[config.mk]
export PLATFORM = sky130hd
export DESIGN_NAME = filt_cop
export DESIGN_NICKNAME = d
export VERILOG_FILES = /design/src/rtl/fc_pkg.sv /design/src/rtl/fc_ram.sv /design/src/rtl/fc_mac.sv /design/src/rtl/filt_cop.sv
export SDC_FILE = /design/constraint.sdc
export NUM_CORES = 2
export LEC_CHECK = 0
export BUFFER_PORTS_ARGS = -buffer_cell sky130_fd_sc_hd__buf_2
export CORE_ASPECT_RATIO = 1.4
export CORE_MARGIN = 5
export CORE_UTILIZATION = 35
export DETAILED_ROUTE_END_ITERATION = 7
export GPL_TIMING_DRIVEN = 0
export SLEW_MARGIN = 30
export SYNTH_ARGS = -nofsm -noshare
export SYNTH_HDL_FRONTEND = slang
export SYNTH_HIERARCHICAL = 1
export SYNTH_SLANG_ARGS = --single-unit
[constraint.sdc]
create_clock -name clk -period 34 [get_ports clk]
set_input_delay 1.7 -clock clk [delete_from_list [all_inputs] [get_ports clk]]
set_output_delay 1.7 -clock clk [all_outputs]
set_load 0.02 [all_outputs]
[src/rtl/fc_pkg.sv]
package fc_pkg;
    typedef enum logic [1:0] {ST_IDLE, ST_ACCEPT, ST_RUN, ST_DONE} fc_state_e;

    localparam logic [1:0] RGN_REG  = 2'b00;
    localparam logic [1:0] RGN_DATA = 2'b10;
    localparam logic [1:0] RGN_COEF = 2'b11;

    localparam logic [2:0] IX_CTRL  = 3'd0;
    localparam logic [2:0] IX_TAPS  = 3'd1;
    localparam logic [2:0] IX_DBASE = 3'd2;
    localparam logic [2:0] IX_CBASE = 3'd3;
    localparam logic [2:0] IX_DIN   = 3'd4;
    localparam logic [2:0] IX_DOUT  = 3'd5;

    localparam int B_RUN   = 0;
    localparam int B_IIR   = 1;
    localparam int B_SKIP  = 2;
    localparam int B_EMPTY = 4;
    localparam int B_FULL  = 5;
endpackage

[src/rtl/fc_ram.sv]
module fc_ram #(
    parameter int DW    = 24,
    parameter int DEPTH = 16,
    parameter int AW    = $clog2(DEPTH)
) (
    input  logic          clk,
    input  logic          we,
    input  logic [AW-1:0] waddr,
    input  logic [DW-1:0] wdata,
    input  logic [AW-1:0] raddr,
    output logic [DW-1:0] rdata
);
    logic [DW-1:0] mem [DEPTH];

    always_ff @(posedge clk) begin
        if (we) mem[waddr] <= wdata;
    end

    assign rdata = mem[raddr];
endmodule

[src/rtl/fc_mac.sv]
module fc_mac #(
    parameter int DW    = 24,
    parameter int ACC_W = 56
) (
    input  logic signed [ACC_W-1:0] acc_i,
    input  logic signed [DW-1:0]    coef_i,
    input  logic signed [DW-1:0]    samp_i,
    output logic signed [ACC_W-1:0] sum_o,
    output logic        [DW-1:0]    sat_o
);
    localparam int PW = 2 * DW;
    localparam logic signed [ACC_W-1:0] MAXV = {{(ACC_W-DW+1){1'b0}}, {(DW-1){1'b1}}};
    localparam logic signed [ACC_W-1:0] MINV = {{(ACC_W-DW+1){1'b1}}, {(DW-1){1'b0}}};

    logic signed [PW-1:0] prod;

    always_comb begin
        prod  = coef_i * samp_i;
        sum_o = acc_i + {{(ACC_W-PW){prod[PW-1]}}, prod};
        if (acc_i > MAXV)      sat_o = MAXV[DW-1:0];
        else if (acc_i < MINV) sat_o = MINV[DW-1:0];
        else                   sat_o = acc_i[DW-1:0];
    end
endmodule

[src/rtl/filt_cop.sv]
module filt_cop
    import fc_pkg::*;
#(
    parameter int DW    = 24,
    parameter int DEPTH = 16,
    parameter int ACC_W = 56,
    localparam int AW   = $clog2(DEPTH),
    localparam int TW   = AW + 1,
    localparam int HAW  = AW + 2
) (
    input  logic           clk,
    input  logic           rst_n,
    input  logic           reg_wr,
    input  logic           reg_rd,
    input  logic [HAW-1:0] reg_addr,
    input  logic [DW-1:0]  reg_wdata,
    output logic [DW-1:0]  reg_rdata
);
    typedef struct packed {
        logic             run;
        logic             iir;
        logic             skip;
        logic [TW-1:0]    taps;
        logic [AW-1:0]    dbase;
        logic [AW-1:0]    cbase;
        fc_state_e        state;
        logic [DW-1:0]    din;
        logic [DW-1:0]    dout;
        logic             in_empty;
        logic             out_full;
        logic [TW-1:0]    ptr;
        logic [TW-1:0]    cnt;
        logic [TW-1:0]    k;
        logic [TW-1:0]    idx;
        logic [ACC_W-1:0] acc;
    } fc_st_t;

    fc_st_t q, d;

    logic [1:0]       rgn;
    logic [2:0]       ix;
    logic             is_reg, din_wr, dout_rd;
    logic [TW-1:0]    last;
    logic             eng_we;
    logic [DW-1:0]    eng_wdata;
    logic             dram_we, cram_we;
    logic [AW-1:0]    dram_waddr, dram_raddr, cram_raddr;
    logic [DW-1:0]    dram_wdata, dram_rdata, cram_rdata;
    logic [ACC_W-1:0] mac_sum;
    logic [DW-1:0]    mac_sat;
    logic [DW-1:0]    status;

    function automatic logic [TW-1:0] slot_inc(input logic [TW-1:0] s, input logic [TW-1:0] lim);
        return (s == lim) ? '0 : s + 1'b1;
    endfunction

    function automatic logic [TW-1:0] slot_dec(input logic [TW-1:0] s, input logic [TW-1:0] lim);
        return (s == '0) ? lim : s - 1'b1;
    endfunction

    function automatic logic [TW-1:0] clamp_taps(input logic [DW-1:0] w);
        if (w == '0)              return TW'(1);
        else if (w > DW'(DEPTH))  return TW'(DEPTH);
        else                      return w[TW-1:0];
    endfunction

    assign rgn     = reg_addr[HAW-1:AW];
    assign ix      = reg_addr[2:0];
    assign is_reg  = (rgn == RGN_REG);
    assign din_wr  = reg_wr && is_reg && (ix == IX_DIN);
    assign dout_rd = reg_rd && is_reg && (ix == IX_DOUT);
    assign last    = q.taps - 1'b1;

    always_comb begin
        d         = q;
        eng_we    = 1'b0;
        eng_wdata = q.din;
        if (reg_wr && is_reg) begin
            case (ix)
                IX_CTRL: begin
                    d.run  = reg_wdata[B_RUN];
                    d.iir  = reg_wdata[B_IIR];
                    d.skip = reg_wdata[B_SKIP];
                end
                IX_TAPS:  if (!q.run) d.taps  = clamp_taps(reg_wdata);
                IX_DBASE: if (!q.run) d.dbase = reg_wdata[AW-1:0];
                IX_CBASE: if (!q.run) d.cbase = reg_wdata[AW-1:0];
                default: ;
            endcase
        end
        if (din_wr && q.run && q.in_empty && q.state == ST_IDLE) begin
            d.din      = reg_wdata;
            d.in_empty = 1'b0;
            d.state    = ST_ACCEPT;
        end
        if (dout_rd) d.out_full = 1'b0;

        case (q.state)
            ST_ACCEPT: begin
                if (!q.iir && !q.skip && q.cnt < last) begin
                    eng_we     = 1'b1;
                    d.ptr      = slot_inc(q.ptr, last);
                    d.cnt      = q.cnt + 1'b1;
                    d.in_empty = 1'b1;
                    d.state    = ST_IDLE;
                end else if (!q.iir) begin
                    eng_we  = 1'b1;
                    d.acc   = '0;
                    d.k     = '0;
                    d.idx   = q.ptr;
                    d.state = ST_RUN;
                end else begin
                    d.acc   = {{(ACC_W-DW){q.din[DW-1]}}, q.din};
                    d.k     = TW'(1);
                    d.idx   = slot_dec(q.ptr, last);
                    d.state = (last == '0) ? ST_DONE : ST_RUN;
                end
            end
            ST_RUN: begin
                d.acc = mac_sum;
                d.k   = q.k + 1'b1;
                d.idx = slot_dec(q.idx, last);
                if (q.k == last) d.state = ST_DONE;
            end
            ST_DONE: begin
                if (!q.out_full) begin
                    d.dout     = mac_sat;
                    d.out_full = 1'b1;
                    d.in_empty = 1'b1;
                    d.ptr      = slot_inc(q.ptr, last);
                    d.state    = ST_IDLE;
                    if (q.iir) begin
                        eng_we    = 1'b1;
                        eng_wdata = mac_sat;
                    end
                end
            end
            default: ;
        endcase

        if (!d.run) begin
            d.state    = ST_IDLE;
            d.in_empty = 1'b1;
            d.out_full = 1'b0;
            d.ptr      = '0;
            d.cnt      = '0;
            d.k        = '0;
            d.idx      = '0;
            d.acc      = '0;
            d.dout     = '0;
        end
    end

    always_ff @(posedge clk or negedge rst_n) begin
        if (!rst_n) begin
            q          <= '0;
            q.taps     <= TW'(1);
            q.in_empty <= 1'b1;
        end else begin
            q <= d;
        end
    end

    assign dram_we    = q.run ? eng_we : (reg_wr && rgn == RGN_DATA);
    assign dram_waddr = q.run ? q.dbase + q.ptr[AW-1:0] : reg_addr[AW-1:0];
    assign dram_wdata = q.run ? eng_wdata : reg_wdata;
    assign dram_raddr = q.run ? q.dbase + q.idx[AW-1:0] : reg_addr[AW-1:0];
    assign cram_we    = !q.run && reg_wr && rgn == RGN_COEF;
    assign cram_raddr = q.run ? q.cbase + q.k[AW-1:0] : reg_addr[AW-1:0];

    fc_ram #(.DW(DW), .DEPTH(DEPTH), .AW(AW)) u_hist (
        .clk(clk), .we(dram_we), .waddr(dram_waddr), .wdata(dram_wdata),
        .raddr(dram_raddr), .rdata(dram_rdata)
    );

    fc_ram #(.DW(DW), .DEPTH(DEPTH), .AW(AW)) u_coef (
        .clk(clk), .we(cram_we), .waddr(reg_addr[AW-1:0]), .wdata(reg_wdata),
        .raddr(cram_raddr), .rdata(cram_rdata)
    );

    fc_mac #(.DW(DW), .ACC_W(ACC_W)) u_mac (
        .acc_i($signed(q.acc)), .coef_i($signed(cram_rdata)), .samp_i($signed(dram_rdata)),
        .sum_o(mac_sum), .sat_o(mac_sat)
    );

    always_comb begin
        status          = '0;
        status[B_RUN]   = q.run;
        status[B_IIR]   = q.iir;
        status[B_SKIP]  = q.skip;
        status[B_EMPTY] = q.in_empty;
        status[B_FULL]  = q.out_full;
        reg_rdata       = '0;
        case (rgn)
            RGN_REG: begin
                case (ix)
                    IX_CTRL:  reg_rdata = status;
                    IX_TAPS:  reg_rdata = {{(DW-TW){1'b0}}, q.taps};
                    IX_DBASE: reg_rdata = {{(DW-AW){1'b0}}, q.dbase};
                    IX_CBASE: reg_rdata = {{(DW-AW){1'b0}}, q.cbase};
                    IX_DOUT:  reg_rdata = q.dout;
                    default:  reg_rdata = '0;
                endcase
            end
            RGN_DATA: reg_rdata = dram_rdata;
            RGN_COEF: reg_rdata = cram_rdata;
            default:  reg_rdata = '0;
        endcase
    end
endmodule

==> impl_metrics.tcl <==
set metrics [dict create \
    status "completed" \
    cts.hold.buffers_added 0 \
    io_pins 58 \
    timing.max_slew.rel_slack 0.273 \
    critical_path_peak_fanout 12 \
    period_needed_ps 15470 \
    rrSetupSlack_ps 18840 \
    synthesized_area_divided_by_synthesized_cell_count_um2 12.7 \
    initial_antenna_violation_count 26 \
    final_weighted_congestion_of_routability_driven_global_placement 0.985 \
    worst_slack_ps 18530 \
    detailedPlace.worstSlack_ps 17990 \
    final_antenna_net_count 0 \
    synth_nets 5713 \
    post_synth_instance_area_mm2 0.0616 \
    synth-edff-count 768 \
    tritoncts "yes" \
    cts.htree.levels 3 \
    report.final.slew_viol_count 0 \
    globalRouteOverflowTotal 0 \
    crit_required_ps 34590 \
    crit_path_kind "in2reg" \
    core-area_mm2 0.175 \
    maxClockFrequency_mhz 64.6 \
    gr-usage-all-layers 0.206 \
    final_nets 5901 \
    cp_capture_type "flop" \
    hold_violations 0 \
    layout_worst_path_cycle_share 0.455 \
    drive_above_1_share 0.127 \
    ffs_latches_synth 912 \
    first_global_vias 43300 \
    clock_latency_ps 680 \
    hpwlAfterDp_um 147000 \
    crit_slowest_cell "sky130_fd_sc_hd__a2111o_1" \
    totalNegativeSetupSlack_ps 0 \
    tightestPinTransition_ps 1080 \
    postCtsSetupRepairBufs 0 \
    cts_num_sinks 912 \
    hold_path.startpoint "q[99]" \
    first_pass_iters 6 \
    synthArstFlopShare 0.158 \
    syn-instance-count 4857 \
    clk_pin_slew_worst_paths_ps 70 \
    synth.yosys.seq_area_share 0.433 \
    syn_to_final_growth_pct 11.4 \
    timing.rr.end "q[43]" \
    rows 182 \
    drt_iter0_drc 3103 \
    utilization 0.392 \
    unrepaired_setup_endpoints_after_global_routing "false" \
    cts_buffers 76 \
    drt_wirelength_um 190000 \
    initial_core_util 0.352 \
    min_path_cells 1 \
    yosysWarningCount 6 \
    regToRegStartpoint "q[143]" \
    critical-path-max-stage-delay_ps 620 \
    design.die.area_mm2 0.185 \
    max-cap-violations 0 \
    min-delay-path-class "reg2reg" \
    synth_ff_type "sky130_fd_sc_hd__edfxtp_1" \
    worst_clock_skew_ps 24.4 \
    clock-root-buffer "sky130_fd_sc_hd__clkbuf_16" \
    fin_worst_hold_slack_ps 512 \
    crit_path_frequent_cell "sky130_fd_sc_hd__fa_1" \
    fp.dieH_um 507 \
    cts_resized 0 \
    detail_route.vias_per_cell 5.43 \
    worst-r2r-cell-count 47 \
    floorplan_die_width_um 365 \
    worstPathArrival_ps 16060 \
    total_number_of_vias 40300 \
    port-buffer-count 55 \
    number_of_buffers_on_the_longest_clock_path 3 \
    grt_first_pass_wirelength_um 281000 \
    worstHoldEndpoint "q[99]" \
    routed_wire_length_per_instance_um 25.6 \
    yosysUniqueCellTypes 91 \
    pin_count_of_the_biggest_net_entering_global_routing 82 \
    remaining_drc_errors 0 \
    setup_viol_count_final 0 \
    critical_path.startpoint_type "primary input" \
]
area by class of cell:
type / count / area, um2
fill: 16700 / 107000
multi-input combinational: 3035 / 31700
sequential: 912 / 26700
tap: 2300 / 2880
inverter: 664 / 2490
clock buffer: 81 / 1950
timing repair buffer: 110 / 1190
buffer: 246 / 1070
clock inverter: 60 / 653
antenna: 16 / 40.0
flip-flops by register name, indices dropped and copies added (netlist names):
register and count:
u_hist/mem 384, u_coef/mem 384, q 144
worst max-delay path: cells and delay by family:
family          cells  cell delay [ps]
buf+inv            11             2670
xor+xnor            1              170
compound gates     14             3620
fa+ha+maj           9             4370
mux                 2              830
simple gates       10             2660
cell usage after synthesis (all sizes together), types with 17 or more instances:
master,number,area share
nor4,19,0.0019
xor2,37,0.0053
xnor2,94,0.013
nand2,508,0.031
nand2b,17,0.0017
buf,60,0.0060
fa,611,0.20
o21ai,109,0.0089
nand3,39,0.0032
inv,663,0.040
a21o,54,0.0066
mux2i,33,0.0056
nor2,128,0.0078
and2,281,0.029
a31oi,21,0.0022
nor3,31,0.0025
edfxtp,768,0.37
mux2,82,0.015
clkbuf,186,0.011
a21oi,182,0.015
ha,211,0.043
a22oi,96,0.012
nand4,21,0.0021
mux4,195,0.071
a22o,69,0.0098
nor2b,23,0.0024
dfrtp,142,0.058
metal layers:
| layer | wire (um) | share of wire | GRT usage |
|---|---|---|---|
| met5 | 72 | 0.00038 | 0 |
| met3 | 12900 | 0.068 | 0.0342 |
| met4 | 12700 | 0.067 | 0.116 |
| met1 | 66600 | 0.35 | 0.234 |
| met2 | 97400 | 0.51 | 0.367 |
stage by stage:
stage	area [um2]	cells
floorplan	61600	4857
global placement	64800	7212
detailed placement	66000	7267
CTS	68600	7408
global route	68700	7409
finish	68700	7424
cell families (layout without fill, tap and decap cells):
family	count (synthesis)	in the layout	share of synthesized area
AO/OA/AOI/OAI	640	640	0.0689
multiplexers	310	310	0.0918
other	0	16	0
AND/OR/NAND/NOR	1131	1131	0.0889
flip-flops	912	912	0.433
XOR/XNOR	131	131	0.0186
adder cells (fa/ha/maj)	823	823	0.241
buffers and inverters	910	1161	0.0577
how the worst max path moves through the flow:
stage	from	end	slack, ps	depth (start not counted)
2_1_floorplan	reg_addr[0]	q[43]	21720	47
3_3_place_gp	reg_addr[0]	q[54]	17920	46
3_5_place_dp	reg_addr[0]	q[54]	17990	44
4_1_cts	reg_addr[0]	q[54]	18660	44
5_1_grt	reg_addr[2]	q[53]	17940	47
6_report	reg_addr[0]	q[43]	18530	47
placed cells by master, fill, tap and decap left out, drive strengths merged, types with 23 or more instances in the layout:
| master | count |
|---|---|
| nor3 | 31 |
| dfrtp | 142 |
| nor2b | 23 |
| a22oi | 96 |
| fa | 611 |
| mux2i | 33 |
| edfxtp | 768 |
| a21oi | 182 |
| nor2 | 128 |
| nand2 | 508 |
| o21ai | 109 |
| clkinv | 45 |
| buf | 170 |
| nand3 | 39 |
| clkbuf | 267 |
| xnor2 | 94 |
| a22o | 69 |
| mux4 | 195 |
| ha | 211 |
| mux2 | 82 |
| and2 | 281 |
| xor2 | 37 |
| a21o | 54 |
| inv | 669 |
Power is not shown: default switching activity piles up to over one toggle a cycle in this logic, so the estimate is an artifact.
